--- config.mk ---
export PLATFORM = sky130hd
export DESIGN_NAME = dual_slot_bus_writer
export DESIGN_NICKNAME = d
export VERILOG_FILES = /design/src/rtl/bus_writer_arb.sv /design/src/rtl/bus_writer_lane_reg.sv /design/src/rtl/dual_slot_bus_writer.sv
export SDC_FILE = /design/constraint.sdc
export NUM_CORES = 1
export LEC_CHECK = 0
export BUFFER_PORTS_ARGS = -buffer_cell sky130_fd_sc_hd__buf_2
export CORE_MARGIN = 2
export CORE_UTILIZATION = 28
export CTS_BUF_LIST = sky130_fd_sc_hd__clkbuf_16
export DETAILED_ROUTE_END_ITERATION = 10
export PLACE_DENSITY_LB_ADDON = 0.2
export SETUP_SLACK_MARGIN = 0.4
export SYNTH_ARGS = -nofsm -noshare
export SYNTH_HDL_FRONTEND = slang
export SYNTH_HIERARCHICAL = 1
export SYNTH_SLANG_ARGS = --single-unit
export TNS_END_PERCENT = 1
--- constraint.sdc ---
create_clock -name clk -period 1.7 [get_ports clk]
set_clock_uncertainty 0.15 [all_clocks]
set_input_delay 0.34 -clock clk [delete_from_list [all_inputs] [get_ports clk]]
set_output_delay 0.34 -clock clk [all_outputs]
set_load 0.01 [all_outputs]
--- src/rtl/bus_writer_arb.sv ---
module bus_writer_arb #(
  parameter int LANE_W = 8,
  localparam int BUS_W = 2 * LANE_W
) (
  input  logic             s0_req,
  input  logic             s0_wide,
  input  logic [BUS_W-1:0] s0_data,
  input  logic             s1_req,
  input  logic             s1_wide,
  input  logic [BUS_W-1:0] s1_data,
  output logic [BUS_W-1:0] nxt_data,
  output logic [1:0]       nxt_vld,
  output logic             nxt_clash
);

  logic s0_full;
  logic s1_full;

  assign s0_full = s0_req && s0_wide;
  assign s1_full = s1_req && s1_wide;

  // The requests collide when both slots ask for the bus and either one
  // wants all of it.
  assign nxt_clash = s0_req && s1_req && (s0_wide || s1_wide);

  always_comb begin
    nxt_data = '0;
    nxt_vld  = 2'b00;
    if (s0_full) begin
      nxt_data = s0_data;
      nxt_vld  = 2'b11;
    end else if (s0_req) begin
      nxt_data[LANE_W-1:0] = s0_data[LANE_W-1:0];
      nxt_vld[0]           = 1'b1;
      if (s1_req && !s1_wide) begin
        nxt_data[BUS_W-1:LANE_W] = s1_data[LANE_W-1:0];
        nxt_vld[1]               = 1'b1;
      end
    end else if (s1_full) begin
      nxt_data = s1_data;
      nxt_vld  = 2'b11;
    end else if (s1_req) begin
      nxt_data[BUS_W-1:LANE_W] = s1_data[LANE_W-1:0];
      nxt_vld[1]               = 1'b1;
    end
  end

  // r5_: a lane-1 grant during a slot-0 byte write needs a slot-1 byte request
  always_comb begin
    if (s0_req && !s0_wide && nxt_vld[1]) begin
      a_r5_lane1_owner: assert (s1_req && !s1_wide);
    end
  end

endmodule

--- src/rtl/bus_writer_lane_reg.sv ---
module bus_writer_lane_reg #(
  parameter int LANE_W = 8,
  parameter int LANES  = 2,
  localparam int BUS_W = LANES * LANE_W
) (
  input  logic             clk,
  input  logic             rst,
  input  logic [BUS_W-1:0] d_data,
  input  logic [LANES-1:0] d_vld,
  output logic [BUS_W-1:0] q_data,
  output logic [LANES-1:0] q_vld
);

  for (genvar g = 0; g < LANES; g++) begin : g_lane
    always_ff @(posedge clk) begin
      if (rst) begin
        q_data[g*LANE_W +: LANE_W] <= '0;
        q_vld[g]                   <= 1'b0;
      end else begin
        q_data[g*LANE_W +: LANE_W] <= d_vld[g] ? d_data[g*LANE_W +: LANE_W] : '0;
        q_vld[g]                   <= d_vld[g];
      end
    end

    a_r7_idle_lane_zero: assert property (@(posedge clk) disable iff (rst)
      !q_vld[g] |-> (q_data[g*LANE_W +: LANE_W] == '0));
  end

endmodule

--- src/rtl/dual_slot_bus_writer.sv ---
module dual_slot_bus_writer #(
  parameter int LANE_W = 8,
  localparam int BUS_W = 2 * LANE_W
) (
  input  logic             clk,
  input  logic             rst,
  input  logic             s0_req,
  input  logic             s0_wide,
  input  logic [BUS_W-1:0] s0_data,
  input  logic             s1_req,
  input  logic             s1_wide,
  input  logic [BUS_W-1:0] s1_data,
  output logic [BUS_W-1:0] bus_data,
  output logic [1:0]       lane_vld,
  output logic             clash
);

  logic [BUS_W-1:0] nxt_data;
  logic [1:0]       nxt_vld;
  logic             nxt_clash;
  logic             chk_armed;

  bus_writer_arb #(.LANE_W(LANE_W)) arb_i (
    .s0_req    (s0_req),
    .s0_wide   (s0_wide),
    .s0_data   (s0_data),
    .s1_req    (s1_req),
    .s1_wide   (s1_wide),
    .s1_data   (s1_data),
    .nxt_data  (nxt_data),
    .nxt_vld   (nxt_vld),
    .nxt_clash (nxt_clash)
  );

  bus_writer_lane_reg #(.LANE_W(LANE_W), .LANES(2)) lanes_i (
    .clk    (clk),
    .rst    (rst),
    .d_data (nxt_data),
    .d_vld  (nxt_vld),
    .q_data (bus_data),
    .q_vld  (lane_vld)
  );

  always_ff @(posedge clk) begin
    if (rst) begin
      clash     <= 1'b0;
      chk_armed <= 1'b0;
    end else begin
      clash     <= nxt_clash;
      chk_armed <= 1'b1;
    end
  end

  a_r3_slot0_wide_owns: assert property (@(posedge clk) disable iff (rst)
    chk_armed && $past(s0_req && s0_wide)
      |-> (lane_vld == 2'b11) && (bus_data == $past(s0_data)));

  a_r4_bytes_merge: assert property (@(posedge clk) disable iff (rst)
    chk_armed && $past(s0_req && !s0_wide && s1_req && !s1_wide)
      |-> (lane_vld == 2'b11) && !clash);

  a_r6_clash_cause: assert property (@(posedge clk) disable iff (rst)
    chk_armed && clash |-> $past(s0_req && s1_req && (s0_wide || s1_wide)));

  a_r6_slot0_lane: assert property (@(posedge clk) disable iff (rst)
    chk_armed && clash |-> lane_vld[0]);

endmodule

==> flow_results.org <==
** Status
- The run finished with clean final reports.

** Timing
- For the pin with the worst max-slew slack, the measured transition is between 300 and 400 ps.
- Setup repair after global routing left no endpoint under its margin.
- The number of hold violations in the final report is 0.
- The final number of max-transition violations was 0.
- After layout, the minimum clock period comes to roughly 1200 ps.
- Slew HR :: about 80%
- Timing would allow up to 0.816 GHz.
- Hold is met by about 310 ps.
- Setup-failing EPs final :: 0
- For the final routed database, the setup TNS stands at 0 ps.
- After layout, the worst path uses approximately 72% of the clock period.

** Worst setup path
- In this design, the stage delay of the slowest critical-path cell is ~290 ps.
- WP data required :: roughly 1700 ps
- Max stage delay cell, worst path :: and3b_1
- The number of buffers and inverters on the critical path is 1.
- For the worst setup path, the data arrival time is 1220 ps.
- STA classifies the critical path startpoint as an input port.
- Among cell families on the critical path, the largest total delay comes from simple AND/OR/NAND/NOR gates.
- Critical path type :: in2reg
- Cells along the critical path :: buf_4 > and3b_1 > a22o_1 > and3b_2
- Highest fanout seen on the critical path :: 21
- STA classifies the critical path endpoint as a register.

** Final layout
- Area Growth Syn to Fin :: 34.7%
- The repair_antennas step left the layout with diodes totalling 0.
- Final nets :: roughly 190
- Fraction of layout instances using a drive strength above 1 :: between 40% and 50%

** Min path
- The tightest min-delay check is of the in2reg type.

** Floorplanning
- The initial utilization of the core area, before any placement, comes to between 20 and 30%.
- The core region is about 0.0034 sq mm.
- The die covers slightly above 0.004 sq mm.
- From bottom edge to top edge, the die measures 64.2 um.
- In this run the count of I/O pins placed on the die edge is 57.
- The floorplan has 21 rows.
- Die X :: between 60 and 70 um

** Synthesis
- Of all cell types, the one taking the most synthesized area is dfxtp_1.
- Register area share after synthesis :: 37.4%
- After synthesis, the cell types taking the most area are dfxtp_1 37%, and3b_1 16%, a22o_1 7.8%.
- Area share of the largest cell type after synthesis :: a little under two fifths
- The synthesized netlist occupies a cell area of around 0.001 sq mm.
- For this run, asynchronously set or reset flops after synthesis account for 0%.
- Commonest cells in the synthesized netlist :: 19 x and3b_1, 19 x dfxtp_1, 9 x a22o_1
- In the synthesized netlist the dominant register cell turns out to be dfxtp_1.
- For this run, the number of Yosys warnings is 6.
- Post-Synthesis Mean Instance Area :: about 11 sq um
- Counting flops with a built-in enable in the synthesized netlist gives 0.
- Number of nets produced by synthesis :: approximately 130
- The synthesized design contains 19 register bits.
- After technology mapping, the gate count stands at 94.
- Library cells used by synthesis :: 18

** Detailed routing
- DR vias :: 924
- Number of DRC markers after the initial detailed-route iteration :: 33
- Using the TritonRoute via totals, the vias-per-cell ratio works out to between 4 and 5.
- After detailed routing, the total wire length is between 2 and 3 mm.
- Count of unresolved DRC violations after routing :: 0
- Average wire per cell in the routed design :: 13.7 um
- Detailed-router iteration count before antenna repair :: 4
- Once detail routing completed, the nets flagged for antenna violations numbered 0.

** GRT
- Global Route Usage Sum :: 13.2%
- The first global-routing pass estimated 4.15 mm of wire.
- Vias in the first global route :: 905
- Total grt overflow :: 0
- Entering global routing, the biggest net connects 22 pins.
- Number of antenna violations at the first check in global routing :: 0

** Place
- At the end of routability-driven placement, the weighted congestion stood at between 0.6 and 0.7.
- Port buffering added 56 buffers.
- After legalization and detailed placement, the total HPWL measured approximately 2.0 mm.

** Clock tree
- The clock passes through at most 2 buffers.
- CTS tree :: built
- Number of clock sinks :: 19
- Clock tree synthesis inserted a total of 3 buffers.
- Clock input transition at the sequential cells of the worst setup and hold paths :: 50 ps
- Number of H-tree levels :: 1
- Clock root buffer :: clkbuf_16
- In this run the post-CTS setup repair buffer count came out at 0.

** Power
- Maximum resistive drop on vdd :: between 0.0003 and 0.0004 V
- Reported leakage power :: ~0.73 nW
- Dividing total power by cell area gives a power density of ~830 mW/mm^2.

** Run
- The tool flagged a number of max-cap violations equal to 0.
repair_timing:
action | CTS | global route
resized for setup | 1 | 0
hold buffers | 0 | 0
endpoints found under the setup margin | 6 | 0
flip-flops by register name, indices dropped and copies added, names as in the netlist:
signal          flops
lanes_i/q_data     16
clash               1
lanes_i/q_vld       2
logic make-up (layout without fill, tap and decap cells):
group	count (synthesis)	count (layout)	share of synthesized area (%)
buffers and inverters	10	63	9.36
and+or+nand+nor	46	46	38.7
DFF	19	19	37.4
AOI/OAI and AO/OA	19	19	14.5
area by class of cell:
| class | instances | area (sq um) |
|---|---|---|
| clock buffer | 3 | 75.1 |
| multi-input combinational | 65 | 547 |
| timing repair buffer | 59 | 305 |
| fill | 367 | 2050 |
| sequential | 19 | 380 |
| clock inverter | 1 | 3.75 |
| tap | 46 | 57.6 |
power by group:
| part | total (mW) | switching [mW] | internal [mW] |
|---|---|---|---|
| Combinational | 0.196 | 0.0934 | 0.102 |
| Clock | 0.469 | 0.156 | 0.312 |
| Sequential | 0.471 | 0.00388 | 0.467 |
final timing paths:
kind,cells after the start,to,slack [ps],startpoint
worst max-delay path,4,lanes_i/q_data[5],470,s0_req
worst min-delay path,2,lanes_i/q_vld[0],310,rst
placed cells by master, fill, tap and decap left out:
| cell | netlist | layout |
|---|---|---|
| nor2b_4 | 1 | 1 |
| nand4b_1 | 8 | 8 |
| inv_1 | 0 | 1 |
| dfxtp_1 | 19 | 19 |
| o211a_1 | 1 | 1 |
| a31oi_1 | 8 | 8 |
| a22o_1 | 9 | 9 |
| and3b_1 | 19 | 19 |
| and3b_2 | 6 | 6 |
| clkbuf_16 | 0 | 3 |
| buf_2 | 3 | 55 |
| nor2b_1 | 2 | 2 |
| nand2_2 | 1 | 1 |
| buf_4 | 1 | 4 |
| nand3b_1 | 8 | 8 |
| a21o_4 | 0 | 1 |
| nand2_1 | 1 | 1 |
stage by stage:
step | cell area, sq um | cells | worst slack [ps] | utilization (%) | power (mW)
after CTS | 1370 | 193 | 472 | 40.1 | 1.15
final | 1370 | 193 | 474 | 40.1 | 1.14
after detailed placement | 1290 | 189 | 120 | 37.7 | 0.677
after global routing | 1370 | 193 | 407 | 40.1 | 1.19
after floorplan | 1020 | 94 | 401 | - | 0.603
after global placement | 1290 | 189 | 161 | 37.7 | 0.672
metal layers:
layer | track usage [%] | wire (um) | vias to the layer above
met5 | 0 | 0 | -
met4 | 7.18 | 53 | 0
met3 | 2.46 | 156 | 4
met2 | 20.8 | 1290 | 34
met1 | 16.8 | 1140 | 421
li1 | - | - | 465
No activity file was read; power rests on OpenSTA's default activity.
